--- src/rtl/hk_pkg.sv ---
package hk_pkg;

  typedef enum logic [1:0] {
    PH_PAUSE = 2'd0,
    PH_INIT  = 2'd1,
    PH_RUN   = 2'd2
  } phase_t;

  typedef enum logic [1:0] {
    SQ_IDLE  = 2'd0,
    SQ_CSET  = 2'd1,
    SQ_RASLO = 2'd2,
    SQ_PRECH = 2'd3
  } seq_state_t;

  // nanoseconds to clock cycles, rounded up, never below one
  function automatic int ns_to_cyc(longint ns, longint hz);
    longint c;
    c = (ns * hz + 64'd999_999_999) / 64'd1_000_000_000;
    return (c < 1) ? 1 : int'(c);
  endfunction

  // refresh spacing, rounded down so the window is always met
  function automatic int interval_cyc(longint window_ns, longint rows, longint hz);
    longint c;
    c = (window_ns * hz) / (rows * 64'd1_000_000_000);
    return (c < 2) ? 2 : int'(c);
  endfunction

  function automatic int max3(int a, int b, int c);
    int m;
    m = (a > b) ? a : b;
    return (m > c) ? m : c;
  endfunction

endpackage

--- src/rtl/hk_interval_timer.sv ---
module hk_interval_timer #(
  parameter int PERIOD = 1953
) (
  input  logic clk,
  input  logic rst_n,
  input  logic en,
  output logic tick
);
  localparam int W = $clog2(PERIOD);

  logic [W-1:0] cnt_q;

  assign tick = en && (cnt_q == W'(PERIOD - 1));

  always_ff @(posedge clk) begin
    if (!rst_n || !en) begin
      cnt_q <= '0;
    end else if (tick) begin
      cnt_q <= '0;
    end else begin
      cnt_q <= cnt_q + 1'b1;
    end
  end
endmodule

--- src/rtl/hk_backlog.sv ---
module hk_backlog #(
  parameter int MAX = 8
) (
  input  logic                         clk,
  input  logic                         rst_n,
  input  logic                         inc,
  input  logic                         dec,
  output logic [$clog2(MAX+1)-1:0]     count,
  output logic                         full
);
  localparam int W = $clog2(MAX + 1);

  logic [W-1:0] cnt_q;

  assign count = cnt_q;
  assign full  = (cnt_q == W'(MAX));

  always_ff @(posedge clk) begin
    if (!rst_n) begin
      cnt_q <= '0;
    end else if (inc && !dec && !full) begin
      cnt_q <= cnt_q + 1'b1;
    end else if (dec && !inc && cnt_q != '0) begin
      cnt_q <= cnt_q - 1'b1;
    end
  end
endmodule

--- src/rtl/hk_cbr_seq.sv ---
module hk_cbr_seq
  import hk_pkg::*;
#(
  parameter int CSR_CYC  = 2,
  parameter int TRAS_CYC = 7,
  parameter int TRP_CYC  = 4
) (
  input  logic clk,
  input  logic rst_n,
  input  logic start,
  output logic idle,
  output logic done,
  output logic ras_n,
  output logic cas_n
);
  localparam int MAXC = max3(CSR_CYC, TRAS_CYC, TRP_CYC);
  localparam int W    = $clog2(MAXC + 1);

  seq_state_t   st_q;
  logic [W-1:0] cnt_q;
  logic         last;

  assign last  = (cnt_q == '0);
  assign idle  = (st_q == SQ_IDLE);
  assign done  = (st_q == SQ_PRECH) && last;
  assign ras_n = (st_q != SQ_RASLO);
  assign cas_n = !((st_q == SQ_CSET) || (st_q == SQ_RASLO));

  always_ff @(posedge clk) begin
    if (!rst_n) begin
      st_q  <= SQ_IDLE;
      cnt_q <= '0;
    end else begin
      case (st_q)
        SQ_IDLE: if (start) begin
          st_q  <= SQ_CSET;
          cnt_q <= W'(CSR_CYC - 1);
        end
        SQ_CSET: if (last) begin
          st_q  <= SQ_RASLO;
          cnt_q <= W'(TRAS_CYC - 1);
        end else begin
          cnt_q <= cnt_q - 1'b1;
        end
        SQ_RASLO: if (last) begin
          st_q  <= SQ_PRECH;
          cnt_q <= W'(TRP_CYC - 1);
        end else begin
          cnt_q <= cnt_q - 1'b1;
        end
        default: if (last) begin
          st_q <= SQ_IDLE;
        end else begin
          cnt_q <= cnt_q - 1'b1;
        end
      endcase
    end
  end
endmodule

--- src/rtl/dram_housekeeper.sv ---
module dram_housekeeper
  import hk_pkg::*;
#(
  parameter longint CLK_HZ      = 125_000_000,
  parameter longint PAUSE_NS    = 200_000,
  parameter longint WINDOW_NS   = 64_000_000,
  parameter longint ROWS        = 4096,
  parameter longint TRAS_NS     = 50,
  parameter longint TRP_NS      = 30,
  parameter longint TCSR_NS     = 10,
  parameter int     INIT_CYCLES = 8,
  parameter int     PEND_MAX    = 8
) (
  input  logic clk,
  input  logic rst_n,
  input  logic ref_gnt,
  output logic init_done,
  output logic ref_req,
  output logic ref_urgent,
  output logic strobe_own,
  output logic ras_n,
  output logic lcas_n,
  output logic ucas_n,
  output logic we_n,
  output logic oe_n
);
  localparam int PAUSE_CYC = ns_to_cyc(PAUSE_NS, CLK_HZ);
  localparam int TRAS_CYC  = ns_to_cyc(TRAS_NS, CLK_HZ);
  localparam int TRP_CYC   = ns_to_cyc(TRP_NS, CLK_HZ);
  localparam int CSR_CYC   = ns_to_cyc(TCSR_NS, CLK_HZ);
  localparam int INTERVAL  = interval_cyc(WINDOW_NS, ROWS, CLK_HZ);
  localparam int PW        = $clog2(PAUSE_CYC + 1);
  localparam int IW        = $clog2(INIT_CYCLES + 1);
  localparam int BW        = $clog2(PEND_MAX + 1);

  phase_t        phase_q;
  logic [PW-1:0] pause_q;
  logic [IW-1:0] init_left_q;

  logic          pause_active;
  logic          interval_tick;
  logic          seq_start, seq_idle, seq_done, seq_ras_n, seq_cas_n;
  logic [BW-1:0] backlog;
  logic          backlog_full;
  logic          run_ph;

  assign pause_active = (phase_q == PH_PAUSE);
  assign run_ph       = (phase_q == PH_RUN);

  always_ff @(posedge clk) begin
    if (!rst_n) begin
      phase_q     <= PH_PAUSE;
      pause_q     <= '0;
      init_left_q <= IW'(INIT_CYCLES);
    end else begin
      case (phase_q)
        PH_PAUSE: begin
          if (pause_q == PW'(PAUSE_CYC - 1)) phase_q <= PH_INIT;
          else                                pause_q <= pause_q + 1'b1;
        end
        PH_INIT: if (seq_done) begin
          init_left_q <= init_left_q - 1'b1;
          if (init_left_q == IW'(1)) phase_q <= PH_RUN;
        end
        default: ;
      endcase
    end
  end

  hk_interval_timer #(.PERIOD(INTERVAL)) u_timer (
    .clk   (clk),
    .rst_n (rst_n),
    .en    (run_ph),
    .tick  (interval_tick)
  );

  hk_backlog #(.MAX(PEND_MAX)) u_backlog (
    .clk   (clk),
    .rst_n (rst_n),
    .inc   (interval_tick),
    .dec   (seq_done && run_ph),
    .count (backlog),
    .full  (backlog_full)
  );

  assign seq_start = seq_idle &&
                     (((phase_q == PH_INIT) && (init_left_q != '0)) ||
                      (run_ph && (backlog != '0) && ref_gnt));

  hk_cbr_seq #(
    .CSR_CYC  (CSR_CYC),
    .TRAS_CYC (TRAS_CYC),
    .TRP_CYC  (TRP_CYC)
  ) u_seq (
    .clk   (clk),
    .rst_n (rst_n),
    .start (seq_start),
    .idle  (seq_idle),
    .done  (seq_done),
    .ras_n (seq_ras_n),
    .cas_n (seq_cas_n)
  );

  assign init_done  = run_ph;
  assign ref_req    = run_ph && ((backlog != '0) || !seq_idle);
  assign ref_urgent = backlog_full;
  assign strobe_own = !seq_idle;
  assign ras_n      = seq_ras_n;
  assign lcas_n     = seq_cas_n;
  assign ucas_n     = seq_cas_n;
  assign we_n       = 1'b1;
  assign oe_n       = 1'b1;
endmodule

--- config.mk ---
export PLATFORM = sky130hd
export DESIGN_NAME = dram_housekeeper
export DESIGN_NICKNAME = d
export VERILOG_FILES = /design/src/rtl/hk_pkg.sv /design/src/rtl/hk_interval_timer.sv /design/src/rtl/hk_backlog.sv /design/src/rtl/hk_cbr_seq.sv /design/src/rtl/dram_housekeeper.sv
export SDC_FILE = /design/constraint.sdc
export NUM_CORES = 1
export LEC_CHECK = 0
export BUFFER_PORTS_ARGS = -buffer_cell sky130_fd_sc_hd__buf_2
export CAP_MARGIN = 20
export CORE_ASPECT_RATIO = 0.6
export CORE_UTILIZATION = 30
export CTS_CLUSTER_SIZE = 12
export DETAILED_ROUTE_END_ITERATION = 8
export GPL_TIMING_DRIVEN = 0
export SYNTH_ARGS = -nofsm -noshare
export SYNTH_HDL_FRONTEND = slang
export SYNTH_SLANG_ARGS = --single-unit
--- constraint.sdc ---
create_clock -name clk -period 6.4 [get_ports clk]
set_clock_uncertainty 0.1 [all_clocks]
set_input_delay 0.64 -clock clk [delete_from_list [all_inputs] [get_ports clk]]
set_output_delay 0.64 -clock clk [all_outputs]
set_load 0.01 [all_outputs]
== Word-level counts from Yosys, hierarchy flattened ==
Index checks and enable logic that the tools add are counted.
Operators by class
  add/subtract/negate cells: 6
  equality and inequality tests: 17
  muxes and demuxes: 16
  bitwise logic cells: 1
  reductions and logical operators: 37
Operators with widths (number)
  adder 15 x 1 -> 15 bit (second input constant): 1
  == test 15 bit (second input constant): 1
  2-to-1 mux 2 bit: 7
  logical AND 1 bit: 12
  2-to-1 mux 3 bit: 4
  adder 11 x 1 -> 11 bit (second input constant): 1
  == test 11 bit (second input constant): 1
  case mux 3 bit (3 select lines): 1
  2-to-1 mux 4 bit: 2
  != test 2 bit (second input constant): 4
  AND reduction 4 bit: 2
  nonzero test 4 bit: 2
  subtractor 4 x 1 -> 4 bit (second input constant): 2
  zero test 1 bit: 7
  == test 2 bit (second input constant): 3
  != test 2 x 1 -> 1 bit (second input constant): 3
  case mux 2 bit (3 select lines): 1
  AND reduction 2 bit: 3
  nonzero test 2 bit: 3
  adder 4 x 1 -> 4 bit (second input constant): 1
  == test 2 x 1 -> 1 bit (second input constant): 2
  == test 4 x 1 -> 1 bit (second input constant): 1
  == test 4 bit (second input constant): 1
  zero test 2 bit: 2
  other kinds (7): 10
Word-level totals
  register bits: 41
  input bits: 3
  output and inout bits: 9

== Logic depth before layout (Yosys ltp) ==
Gate-level depths: netlist (run 1).
  depth in word-level cells: 7
  depth in mapped cells: 10
  gate-level depth less buffers: 10

== By module ==
From an unflattened synthesis (run 1), not the netlist that was laid out.
Second synthesis, totals
  cells, all modules: 277
  area, all modules: 2428.6 µm²
By module, submodules not included
  dram_housekeeper: times used 1, cells an instance 134, area each 1159.9 µm², seq. area each 420.4 µm²
  hk_interval_timer: times used 1, cells an instance 62, area each 529.3 µm², seq. area each 220.2 µm²
  hk_cbr_seq: times used 1, cells an instance 51, area each 452.9 µm², seq. area each 100.1 µm²
  hk_backlog: times used 1, cells an instance 30, area each 286.5 µm², seq. area each 80.1 µm²

== Worst setup path before layout (run 1) ==
Ideal clock, no wire load.
  path type: register -> register
  start: register u_backlog.cnt_q[0], in the netlist u_backlog.count[0]
  end: register u_backlog.cnt_q[3], in the netlist u_backlog.count[3]
  library setup time: 0.064 ns
  arrival time: 2.214 ns
  path slack: 4.021 ns
  cell stages (with the launch flop): 9
  path buffers: 0
  cells stage by stage: dfxtp_1 nor4b_1 nor3b_1 nand3_1 ha_1 a21o_1 a21o_1 a211o_2 nand4_1
On the way
  cells in the longest elaborated chain, start to end: 4
  elaborated cells between the ends (all ways): 10
  classes of those cells: add/sub (2); eq/ne (1); mux (2); reduce/logical (5)
RTL lines
  from (decl): RTL line hk_backlog.sv:13  | logic [W-1:0] cnt_q;
  from (signal assigned): RTL line hk_backlog.sv:22  | cnt_q <= cnt_q + 1'b1;
  from (signal assigned): RTL line hk_backlog.sv:24  | cnt_q <= cnt_q - 1'b1;
  == test 4 bit *: RTL line hk_backlog.sv:16  | assign full = (cnt_q == W'(MAX));
  net ref_urgent: RTL line dram_housekeeper.sv:19  | output logic ref_urgent,
  zero test 1 bit *: RTL line hk_backlog.sv:21  | end else if (inc && !dec && !full) begin
  logical AND 1 bit *: RTL line hk_backlog.sv:21
  2-to-1 mux 4 bit / nonzero test 2 bit (equally long branches)
Mark *: on every way through the listed nets, which the timed path passes. The rest lies on a longest branch. The select of a mux whose other input is x is not followed.
A chain may end at the register's enable or synchronous reset.

== Worst setup path after layout (run 1) ==
  start: register u_seq.cnt_q[0]
  end: register u_backlog.cnt_q[3], in the netlist u_backlog.count[3]
On the way
  cells in the longest elaborated chain, start to end: 7
  elaborated cells between the ends (all ways): 10
  classes of those cells: mux (1); reduce/logical (9)
RTL lines
  from (decl): RTL line hk_cbr_seq.sv:20  | logic [W-1:0] cnt_q;
  from (signal assigned): RTL line hk_cbr_seq.sv:37  | cnt_q <= W'(CSR_CYC - 1);
  from (signal assigned): RTL line hk_cbr_seq.sv:41  | cnt_q <= W'(TRAS_CYC - 1);
  from (signal assigned): RTL line hk_cbr_seq.sv:43  | cnt_q <= cnt_q - 1'b1;
  zero test 3 bit *: RTL line hk_cbr_seq.sv:23  | assign last = (cnt_q == '0);
  logical AND 1 bit *: RTL line hk_cbr_seq.sv:25  | assign done = (st_q == SQ_PRECH) && last;
  logical AND 1 bit *: RTL line dram_housekeeper.sv:81  | .dec (seq_done && run_ph),
  zero test 1 bit: RTL line hk_backlog.sv:21
  logical AND 1 bit (2 in a row): RTL line hk_backlog.sv:21
  2-to-1 mux 4 bit / nonzero test 2 bit (equally long branches)
Every way passes the cells marked *; elsewhere a longest branch is shown, timed or not.

==> metrics.txt, run 1 <==
status complete, no violations; CTS Buf Count 5; Final Cell Area 2650 µm²; initial cell density of the core 31.5%; DRC errors left 0; most frequent CP cell ha_1; unrepaired setup endpoints after global routing no; Mapped Cells 264; Antenna Violating Nets Remaining 0; 1st-pass router iterations 4; FF-to-FF End u_backlog.count[3]$_SDFFE_PN0P_; cts repair resizes 0; GRT overflow 0; most numerous cell in the Yosys netlist dfxtp_1; Die Footprint 8130 µm²; ranking of synthesized cells by area dfxtp_1, ha_1, mux2i_1; Yosys Warn Count 0; Worst EP arrival 2.69 ns; Clk pin slew, worst setup/hold paths 0.06 ns; Vias 1,867; worst path cell trace inv_1 > ha_1 > nand3b_1 > nor3b_1 > nand3_1 > ha_1 > a21o_1 > a21oi_1 > or4b_1 > nand4_1; Slowest Stage Delay on Critical Path 0.49 ns; Final Hold Fails 0; slowest CP cell or4b_1; CP endpoint u_backlog.count[3]$_SDFFE_PN0P_; GP Congestion 0.796; nets 299; DP Wirelength 3700 µm; CTS tree built; Clock H-tree levels 2; Finish-stage setup viols 0; first-pass GRT wire length 8450 µm; WL/cell 12.8 µm; Final min period 2.57 ns; clk_lat worst skew 0.28 ns; vias in the first global route 1,720; worst path required time 6.52 ns; share of layout cells above drive strength 1 8.90%; total track usage 13.5%; post-synthesis compound-gate area fraction 11.9%; # hold bufs at CTS 0; IO Port Bufs 9; pin count of the biggest net entering global routing 12; antenna diode count 0; sequential area share after synthesis 35.3%; Setup TNS Final 0 ns; P per Cell Area 258 nW/µm²; asr flop ratio synth 0%; Synth Flop Type dfxtp_1; post-synthesis mux area share 4.73%; Worst Slack Setup Final 3.83 ns; die width 116 µm; Via density 4.85; FF-to-FF path depth 10; row cnt 24; Placement Cell Area 2510 µm²; Avg Cell Area, Syn 8.82 µm²; core area 7390 µm²; Clock Sinks 41; DP Cell Count 378; startpoint types flip-flop; drt total wl 4930 µm; Critical path buffers and inverters 1; Synth Register Bits 41; Post-Syn Area 2330 µm²; Root Driver clkbuf_16; Crit Reg-Reg Startpoint u_seq.cnt_q[0]$_SDFFE_PN0P_; Yosys cell types 51; simple-gate area share of the yosys netlist 27.8%; Post-synth EDFFs 0; Worst setup startpoint u_seq.cnt_q[0]$_SDFFE_PN0P_; CP Depth 10; Vert. Die Dim 70.2 µm; delay-heaviest family, CP simple AND/OR/NAND/NOR gates; FF-to-FF setup slack 3.83 ns; adder-cell share of the synthesized area 8.39%; max-cap violation count 0; Worst-Margin Slew 0.698 ns; leading area contributor after synthesis dfxtp_1; Hold Path Class flip-flop to flip-flop; synth cell count leaders dfxtp_1, nand2_1, inv_1, nor2_1, ha_1; CP Capture Type flip-flop; DRT iter0 DRCs 75; Slew Limit Fails 0; Rel. slew slack 52.8%; Leak 1.03 nW; initial antenna violation count 0; XOR/XNOR Fraction of Synth Area 6.77%; area delta synth->final 13.8%; max frequency 0.389 GHz; period utilization 40.1%; worst vdd ir 0.141 mV; Crit Path Category flip-flop to flip-flop; Core Util, Final 35.9%; Synth top area share 35.3%; setup repair bufs after CTS 0; IO Count 12; fin cells 385; CP Max Fanout 4; pre-CTS WS 3.86 ns; Max Root-Sink Buffers 2; dominant combinational cell family by area after synthesis simple AND/OR/NAND/NOR gates
## layout by cell type (no fill, tap or decap), drive strengths merged, types with 4 or more instances in the layout
master and instances:
and2 11, clkbuf 14, dfxtp 41, nand4 6, nand3 9, xor2 8, inv 16, buf 13
o211ai 6, o31ai 5, xnor2 10, a21oi 4, ha 14, nor2b 4, nor3 5, nor2 16
nand2 26, mux2i 11, nand2b 10
## worst register-to-register path, stage by stage (launching register included)
cell	delay, ns
dfxtp_1	0.32
inv_1	0.07
ha_1	0.24
nand3b_1	0.16
nor3b_1	0.26
nand3_1	0.21
ha_1	0.33
a21o_1	0.12
a21oi_1	0.10
or4b_1	0.49
nand4_1	0.11
## where the power goes
group,switching (mW),internal (mW),total [mW],leakage [nW]
sequential,0.0128,0.268,0.281,0.331
clock,0.0983,0.153,0.252,0.0700
combinational,0.0825,0.0694,0.152,0.625
total,0.194,0.491,0.684,1.03
## metal layers
metal	share of wire, %	global-route usage, %
met2	36	17.1
met3	4.4	3.30
met4	1.5	4.70
met1	58	21.3
met5	0	0
## kinds of logic (layout without fill, tap and decap cells)
| kind of cell | count (synthesis) | in the layout |
|---|---|---|
| simple gates | 115 | 115 |
| flops | 41 | 41 |
| compound gates | 36 | 36 |
| buf+inv | 27 | 43 |
| xor+xnor | 18 | 18 |
| fa+ha+maj | 15 | 15 |
| mux | 11 | 11 |
| other cells | 1 | 2 |
## through the flow
step / hold WS [ns] / power, mW
after floorplan: 0.325 / 0.398
after global placement: 0.341 / 0.435
after detailed placement: 0.356 / 0.437
final: 0.360 / 0.684
after CTS: 0.369 / 0.688
after global routing: 0.384 / 0.718
## sequential cells by signal, indices dropped and copies added (netlist names)
| name | count |
|---|---|
| u_timer.cnt_q | 11 |
| u_backlog.count | 4 |
| phase_q | 2 |
| pause_q | 15 |
| u_seq.cnt_q | 3 |
| init_left_q | 4 |
| u_seq.st_q | 2 |
## worst min path at each step
stage | startpoint | to | slack [ns] | cells past startpoint
floorplan | u_timer.cnt_q[0]$_SDFF_PP0_ | u_timer.cnt_q[0]$_SDFF_PP0_ | 0.33 | 1
global placement | u_timer.cnt_q[0]$_SDFF_PP0_ | u_timer.cnt_q[0]$_SDFF_PP0_ | 0.34 | 1
detailed placement | u_timer.cnt_q[0]$_SDFF_PP0_ | u_timer.cnt_q[0]$_SDFF_PP0_ | 0.36 | 1
CTS | u_seq.cnt_q[0]$_SDFFE_PN0P_ | u_seq.cnt_q[0]$_SDFFE_PN0P_ | 0.37 | 2
global route | u_seq.cnt_q[0]$_SDFFE_PN0P_ | u_seq.cnt_q[0]$_SDFFE_PN0P_ | 0.38 | 2
finish | u_timer.cnt_q[0]$_SDFF_PP0_ | u_timer.cnt_q[0]$_SDFF_PP0_ | 0.36 | 1
## area by class of cell
| cell class | instances | area [µm²] |
|---|---|---|
| plain buffers | 11 | 55.1 |
| clock buffers | 7 | 143 |
| fillers | 803 | 4740 |
| inverters | 16 | 60.1 |
| multi-input cells | 197 | 1400 |
| flip-flops and latches | 41 | 821 |
| well taps | 104 | 130 |
| repair buffers | 9 | 45.0 |
Note: power is estimated with default switching activity, not from simulation.
==> run 2, diff against run 1 <==
Settings changed: ABC_AREA from default to 1.
Clock period 6.4 ns to 2.2 ns, I/O delays scaled along.
==> run 2 against run 1 <==
  * Synthesized area rose by 9.5%
  * Synthesized cell count grew 41%
  * First-iteration DRC count increased by 87%
  * Clock-buffer cell count up 1
  * Sequential share of layout area fell by 3.4 points
  * Fmax grew 23%
  * Clock power increased to 2.8 times the previous value
  * Setup slack got worse by 3.7 ns
  * Combinational power grew to 6.3 times the previous value
  * Die area rose by 9.3%
  * Critical endpoint unchanged
  * Largest cell class unchanged
==> metrics.txt, run 2 <==
Clk pin slew, worst setup/hold paths 0.06 ns; antenna diode count 0; Root Driver clkbuf_16; Vert. Die Dim 73.4 µm; share of layout cells above drive strength 1 19.9%; Rel. slew slack 62.1%; DRT iter0 DRCs 140; Final min period 2.08 ns; Avg Cell Area, Syn 6.83 µm²; GR Util met3 2.10%; Reg with most FFs pause_q; CP Max Fanout 5; grt met2 use 21.0%; status complete, no violations; Worst Slack Setup Final 0.118 ns; synth cell count leaders nand2_1, inv_1, dfxtp_1; Slowest Stage Delay on Critical Path 0.32 ns; most frequent CP cell nor2_1; CTS Buf Count 5; GR Layer Usage met1 20.1%; Cell Int Power 1.59 mW; clk_lat worst skew 0.27 ns; Placement Cell Area 2730 µm²; Via density 4.62; worst path cell trace inv_1 > ha_2 > nand3_4 > nor2_1 > nor2_2 > nand2_4 > ha_4 > and3_4 > nor2_4 > inv_2 > o21ai_2 > nand3_1 > nand2_1 > nor2_1; slowest CP cell dfxtp_2; initial antenna violation count 0; GRT overflow 0; Hold Path Class input port to flip-flop; Worst setup startpoint u_seq.cnt_q[1]$_SDFFE_PN0P_; FF-to-FF setup slack 0.12 ns; Synth top area share 32.2%; Leak 1.16 nW; pre-CTS WS -0.246 ns; vias in the first global route 2,107; GP Congestion 0.816; initial cell density of the core 31.7%; Yosys Warn Count 0; most common cell after layout, fill and taps aside nand2_1; Slew Limit Fails 0; max frequency 0.480 GHz; CP endpoint u_backlog.count[3]$_SDFFE_PN0P_; Vias 2,329; startpoint types flip-flop; Final Hold Fails 0; adder-cell share of the synthesized area 7.66%; Clock Sinks 41; Post-Syn Area 2550 µm²; IO Port Bufs 8; IO Count 12; ranking of synthesized cells by area dfxtp_1, nand2_1, inv_1; Antenna Violating Nets Remaining 0; layer with the highest usage met2; Worst-Margin Slew 0.568 ns; pin count of the biggest net entering global routing 12; post-synthesis compound-gate area fraction 10.4%; row cnt 25; biggest regs pause_q (15), u_timer.cnt_q (11); DRC errors left 0; P per Cell Area 849 nW/µm²; Post-synth EDFFs 0; part of the power in registers 35.0%; DP Cell Count 490; Yosys cell types 38; core area 8040 µm²; leading area contributor after synthesis dfxtp_1; area delta synth->final 18.2%; number of flip-flops in the largest register 15; DP Wirelength 4250 µm; Sw Ratio 37.8%; Synth Register Bits 41; WL/cell 11.3 µm; XOR/XNOR Fraction of Synth Area 3.09%; Clk pwr share 27.3%; dominant combinational cell family by area after synthesis simple AND/OR/NAND/NOR gates; simple-gate area share of the yosys netlist 34.3%; Mapped Cells 373; period utilization 94.6%; first-pass GRT wire length 9740 µm; Worst EP arrival 2.16 ns; Crit Reg-Reg Startpoint u_seq.cnt_q[1]$_SDFFE_PN0P_; Crit Path Category flip-flop to flip-flop; total track usage 13.8%; 1st-pass router iterations 4; Max Root-Sink Buffers 2; most numerous cell in the Yosys netlist nand2_1; Finish-stage setup viols 0; fin cells 504; FF-to-FF path depth 14; asr flop ratio synth 0%; max-cap violation count 0; Die Footprint 8880 µm²; FF-to-FF End u_backlog.count[3]$_SDFFE_PN0P_; CP Capture Type flip-flop; worst vdd ir 0.319 mV; sequential area share after synthesis 32.2%; Logic pwr share 37.7%; CTS tree built; Hold WS 0.152 ns; worst path required time 2.27 ns; drt total wl 5700 µm; commonest non-fill, non-tap cells in the layout nand2_1, inv_1, dfxtp_1; Final Cell Area 3010 µm²; die width 121 µm; Synth Flop Type dfxtp_1; nets 413; Psw 0.966 mW; post-synthesis mux area share 0%; Clock H-tree levels 2
[run 2: cell count changes after synthesis, moves of 6 or more]
cell | before | now
nand2_1 | 26 | 77
xnor2_1 | 10 | 1
nor2_2 | 0 | 10
nor2_1 | 16 | 32
a21oi_1 | 4 | 28
inv_1 | 16 | 56
o21ai_0 | 2 | 12
nor3_1 | 5 | 13
mux2i_1 | 11 | 0
o211ai_1 | 6 | 0
and2_1 | 11 | 0
nand2b_1 | 10 | 0
nand3_1 | 9 | 30
[run 2: how the worst min path moves through the flow]
stage,depth (start not counted),to,start
2_1_floorplan,1,u_timer.cnt_q[0]$_SDFF_PP0_,u_timer.cnt_q[0]$_SDFF_PP0_
3_3_place_gp,1,u_timer.cnt_q[0]$_SDFF_PP0_,u_timer.cnt_q[0]$_SDFF_PP0_
3_5_place_dp,1,u_timer.cnt_q[0]$_SDFF_PP0_,u_timer.cnt_q[0]$_SDFF_PP0_
4_1_cts,3,pause_q[5]$_SDFFE_PN0P_,rst_n
5_1_grt,3,pause_q[5]$_SDFFE_PN0P_,rst_n
6_report,3,pause_q[5]$_SDFFE_PN0P_,rst_n
[run 2: worst max-delay path: cells and delay by family, from the launching register on]
family / cells / cell delay (ns)
DFF: 1 / 0.32
adders and majority gates: 2 / 0.46
and+or+nand+nor: 9 / 0.87
buffers and inverters: 2 / 0.10
AOI/OAI and AO/OA: 1 / 0.10
[run 2: timing repair]
action	CTS	global route
pin swaps	4	10
buffers inserted	3	3
setup endpoints to repair	1	1
hold buffers	0	0
resized for setup	8	19
endpoints found under the hold margin	0	0
[run 2: logic make-up after synthesis]
family          after synthesis
other cells                   1
flops                        41
buf+inv                      72
fa+ha+maj                    15
xor+xnor                      9
compound gates               49
simple gates                186
[run 2: area by class of cell]
class	instances	area, µm²
plain buffers	11	83.8
fillers	823	5030
multi-input cells	261	1510
well taps	108	135
repair buffers	14	85.1
clock buffers	8	136
flip-flops and latches	41	830
inverters	61	229
[run 2: power by group through the flow]
stage,combinational [mW],clock [mW],sequential [mW]
after floorplan,0.715,0,0.882
after global placement,0.911,0,0.896
after detailed placement,0.930,0,0.898
after CTS,0.943,0.709,0.886
after global routing,1.10,0.756,0.908
final,0.964,0.697,0.896
[run 2: metrics by stage]
stage / util (%) / TNS (ns) / power, mW
final: 37.5 / 0 / 2.56
after global routing: 37.5 / -0.00805 / 2.76
after detailed placement: 34.0 / -0.246 / 1.83
after floorplan: - / 0 / 1.60
after CTS: 36.3 / 0 / 2.54
after global placement: 34.0 / -0.181 / 1.81
[run 2: routing by layer]
metal / routed length [µm] / share of wire, % / vias up
met1: 3150 / 55 / 1054
met5: 0 / 0 / -
li1: - / - / 1231
met4: 38 / 0.67 / 0
met2: 2320 / 41 / 42
met3: 196 / 3.4 / 2
==> run 3, diff against run 2 <==
Settings changed: SYNTH_HIERARCHICAL from default to 1.
==> run 3 against run 2 <==
  * Synthesized area is 4.9% higher
  * Critical path depth is 2 higher
  * Largest power group unchanged
  * Total power is 31% higher
  * Design area is 7.5% higher
  * Via count is 3.1% higher
  * Clock power is 26% higher
  * Global-route usage hardly changed
  * Combinational power is 60% higher
  * Sequential cell count stayed put
  * Worst hold slack better by 0.043 ns
  * Synthesized cell count is 6.7% higher
  * Utilization is 0.24 points higher
==> metrics.txt, run 3 <==
DP Cell Count 520; GP Congestion 0.798; Root Driver clkbuf_16; Leak 1.24 nW; adder-cell share of the synthesized area 7.30%; Slew Limit Fails 0; Avg Cell Area, Syn 6.72 µm²; P per Cell Area 1030 nW/µm²; asr flop ratio synth 0%; status complete, no violations; Via density 4.46; max frequency 0.469 GHz; pin count of the biggest net entering global routing 15; total track usage 13.8%; clk_lat worst skew 0.29 ns; most numerous cell in the Yosys netlist nand2_1; synth cell count leaders nand2_1, nor2_1, inv_1; Reg with most FFs pause_q; CTS Buf Count 5; DP Wirelength 4150 µm; CP Max Fanout 4; Synth Flop Type dfxtp_1; Final Cell Area 3240 µm²; sequential area share after synthesis 30.7%; Max Root-Sink Buffers 2; Worst EP arrival 2.22 ns; share of layout cells above drive strength 1 23.9%; Yosys cell types 33; startpoint types flip-flop; DRT iter0 DRCs 131; leading area contributor after synthesis dfxtp_1; Worst Slack Setup Final 0.0674 ns; die width 124 µm; worst vdd ir 0.472 mV; post-synthesis mux area share 0%; Hold Path Class input port to flip-flop; # hold bufs at CTS 0; Vert. Die Dim 75.1 µm; overall power 3.35 mW; Synth top area share 30.7%; area delta synth->final 21.1%; CTS tree built; XOR/XNOR Fraction of Synth Area 4.26%; Final min period 2.13 ns; fin cells 538; vias in the first global route 2,205; Die Footprint 9310 µm²; Mapped Cells 398; DRC errors left 0; ranking of synthesized cells by area dfxtp_1, nand2_1, nor2_1; pre-CTS WS -0.262 ns; Post-synth EDFFs 0; drt total wl 5830 µm; dominant combinational cell family by area after synthesis simple AND/OR/NAND/NOR gates; simple-gate area share of the yosys netlist 37.4%; 1st-pass router iterations 5; core area 8590 µm²; Clock Sinks 41; post-synthesis compound-gate area fraction 10.1%; Post-Syn Area 2670 µm²; CP Capture Type flip-flop; biggest regs pause_q (15), u_timer/cnt_q (11); Fillers 916; initial cell density of the core 31.1%; initial antenna violation count 0; Worst-Margin Slew 0.738 ns; IO Count 12; commonest non-fill, non-tap cells in the layout nand2_1, nor2_1, inv_1; nets 443; Clk pin slew, worst setup/hold paths 0.06 ns; Crit Path Category flip-flop to flip-flop; row cnt 26; Yosys Warn Count 6; first-pass GRT wire length 9870 µm; Placement Cell Area 2880 µm²; Rel. slew slack 50.8%; worst path required time 2.28 ns; Vias 2,402; WL/cell 10.8 µm; Antenna Violating Nets Remaining 0; Synth Register Bits 41; most common cell after layout, fill and taps aside nand2_1; max-cap violation count 0; antenna diode count 0; Final Hold Fails 0; number of flip-flops in the largest register 15; Clock H-tree levels 2; GRT overflow 0; Finish-stage setup viols 0; IO Port Bufs 9; period utilization 96.9%
[run 3: cell count changes after synthesis, sizes merged, moves of 2 or more]
| cell | change |
|---|---|
| o21ai | -7 |
| nor2 | +28 |
| and3 | -2 |
| o21a | -3 |
| nand2 | +35 |
| nor3 | -12 |
| inv | -6 |
| nand3 | -5 |
| o21bai | +3 |
| nand4 | -3 |
| nor3b | -2 |
| clkbuf | -3 |
| xnor2 | +5 |
[run 3: worst paths after layout]
check,to,depth (start not counted),startpoint,slack [ns]
max,u_backlog/count[3]$_SDFFE_PN0P_,16,u_timer/cnt_q[1]$_SDFF_PP0_,0.07
min,u_seq/cnt_q[1]$_SDFFE_PN0P_,3,rst_n,0.19
max reg2reg,u_backlog/count[3]$_SDFFE_PN0P_,16,u_timer/cnt_q[1]$_SDFF_PP0_,0.07
min reg2reg,u_timer/cnt_q[7]$_SDFF_PP0_,2,u_timer/cnt_q[7]$_SDFF_PP0_,0.40
[run 3: metrics by stage]
stage                     util [%]  TNS (ns)  hold WS (ns)
after detailed placement      33.5    -0.263         0.370
after floorplan                  -         0         0.240
after global routing          37.7   -0.0534         0.233
final                         37.7         0         0.195
after global placement        33.5    -0.235         0.355
after CTS                     36.2         0         0.207
[run 3: kinds of logic after synthesis]
group	after synthesis
and+or+nand+nor	224
buffers and inverters	63
AOI/OAI and AO/OA	41
DFF	41
adders and majority gates	15
xor gates and xnor gates	13
other	1
[run 3: power by group]
group	leakage [nW]	switching [mW]	internal (mW)
Clock	0.0831	0.312	0.567
Combinational	0.824	0.941	0.598
Sequential	0.334	0.0936	0.840
Total	1.24	1.35	2.00
[run 3: final cells by class]
| class | instances | area (µm²) | area share, % |
|---|---|---|---|
| multi-input combinational | 295 | 1710 | 52.7 |
| sequential | 41 | 826 | 25.5 |
| inverter | 56 | 210 | 6.49 |
| tap | 112 | 140 | 4.33 |
| clock buffer | 6 | 139 | 4.29 |
| timing repair buffer | 19 | 120 | 3.71 |
| buffer | 7 | 60.1 | 1.85 |
| clock inverter | 2 | 37.5 | 1.16 |
[run 3: layer usage]
metal	routed length [µm]	share of wire (%)	vias up	track usage (%)
li1	-	-	1283	-
met2	2300	39	28	21.0
met5	0	0	-	0
met4	70	1.2	0	4.69
met1	3290	56	1084	19.4
met3	173	3.0	7	2.95
[run 3: worst max-delay path, stage by stage (launching register included)]
cell	delay, ns
dfxtp_2	0.32
inv_2	0.06
ha_4	0.12
nand2_1	0.04
nor2_1	0.12
nand3_2	0.10
inv_2	0.06
inv_2	0.04
nor2_4	0.14
nand2_4	0.10
ha_4	0.27
nand3_4	0.09
inv_2	0.04
nor2_4	0.10
nand3_2	0.10
a21oi_2	0.16
nor2_1	0.05
[run 3: repair_timing]
| action | CTS | global route |
|---|---|---|
| pin swaps | 2 | 14 |
| gates cloned | 0 | 0 |
| setup endpoints to repair | 2 | 3 |
| gates resized for setup | 10 | 21 |
| buffers inserted | 2 | 8 |
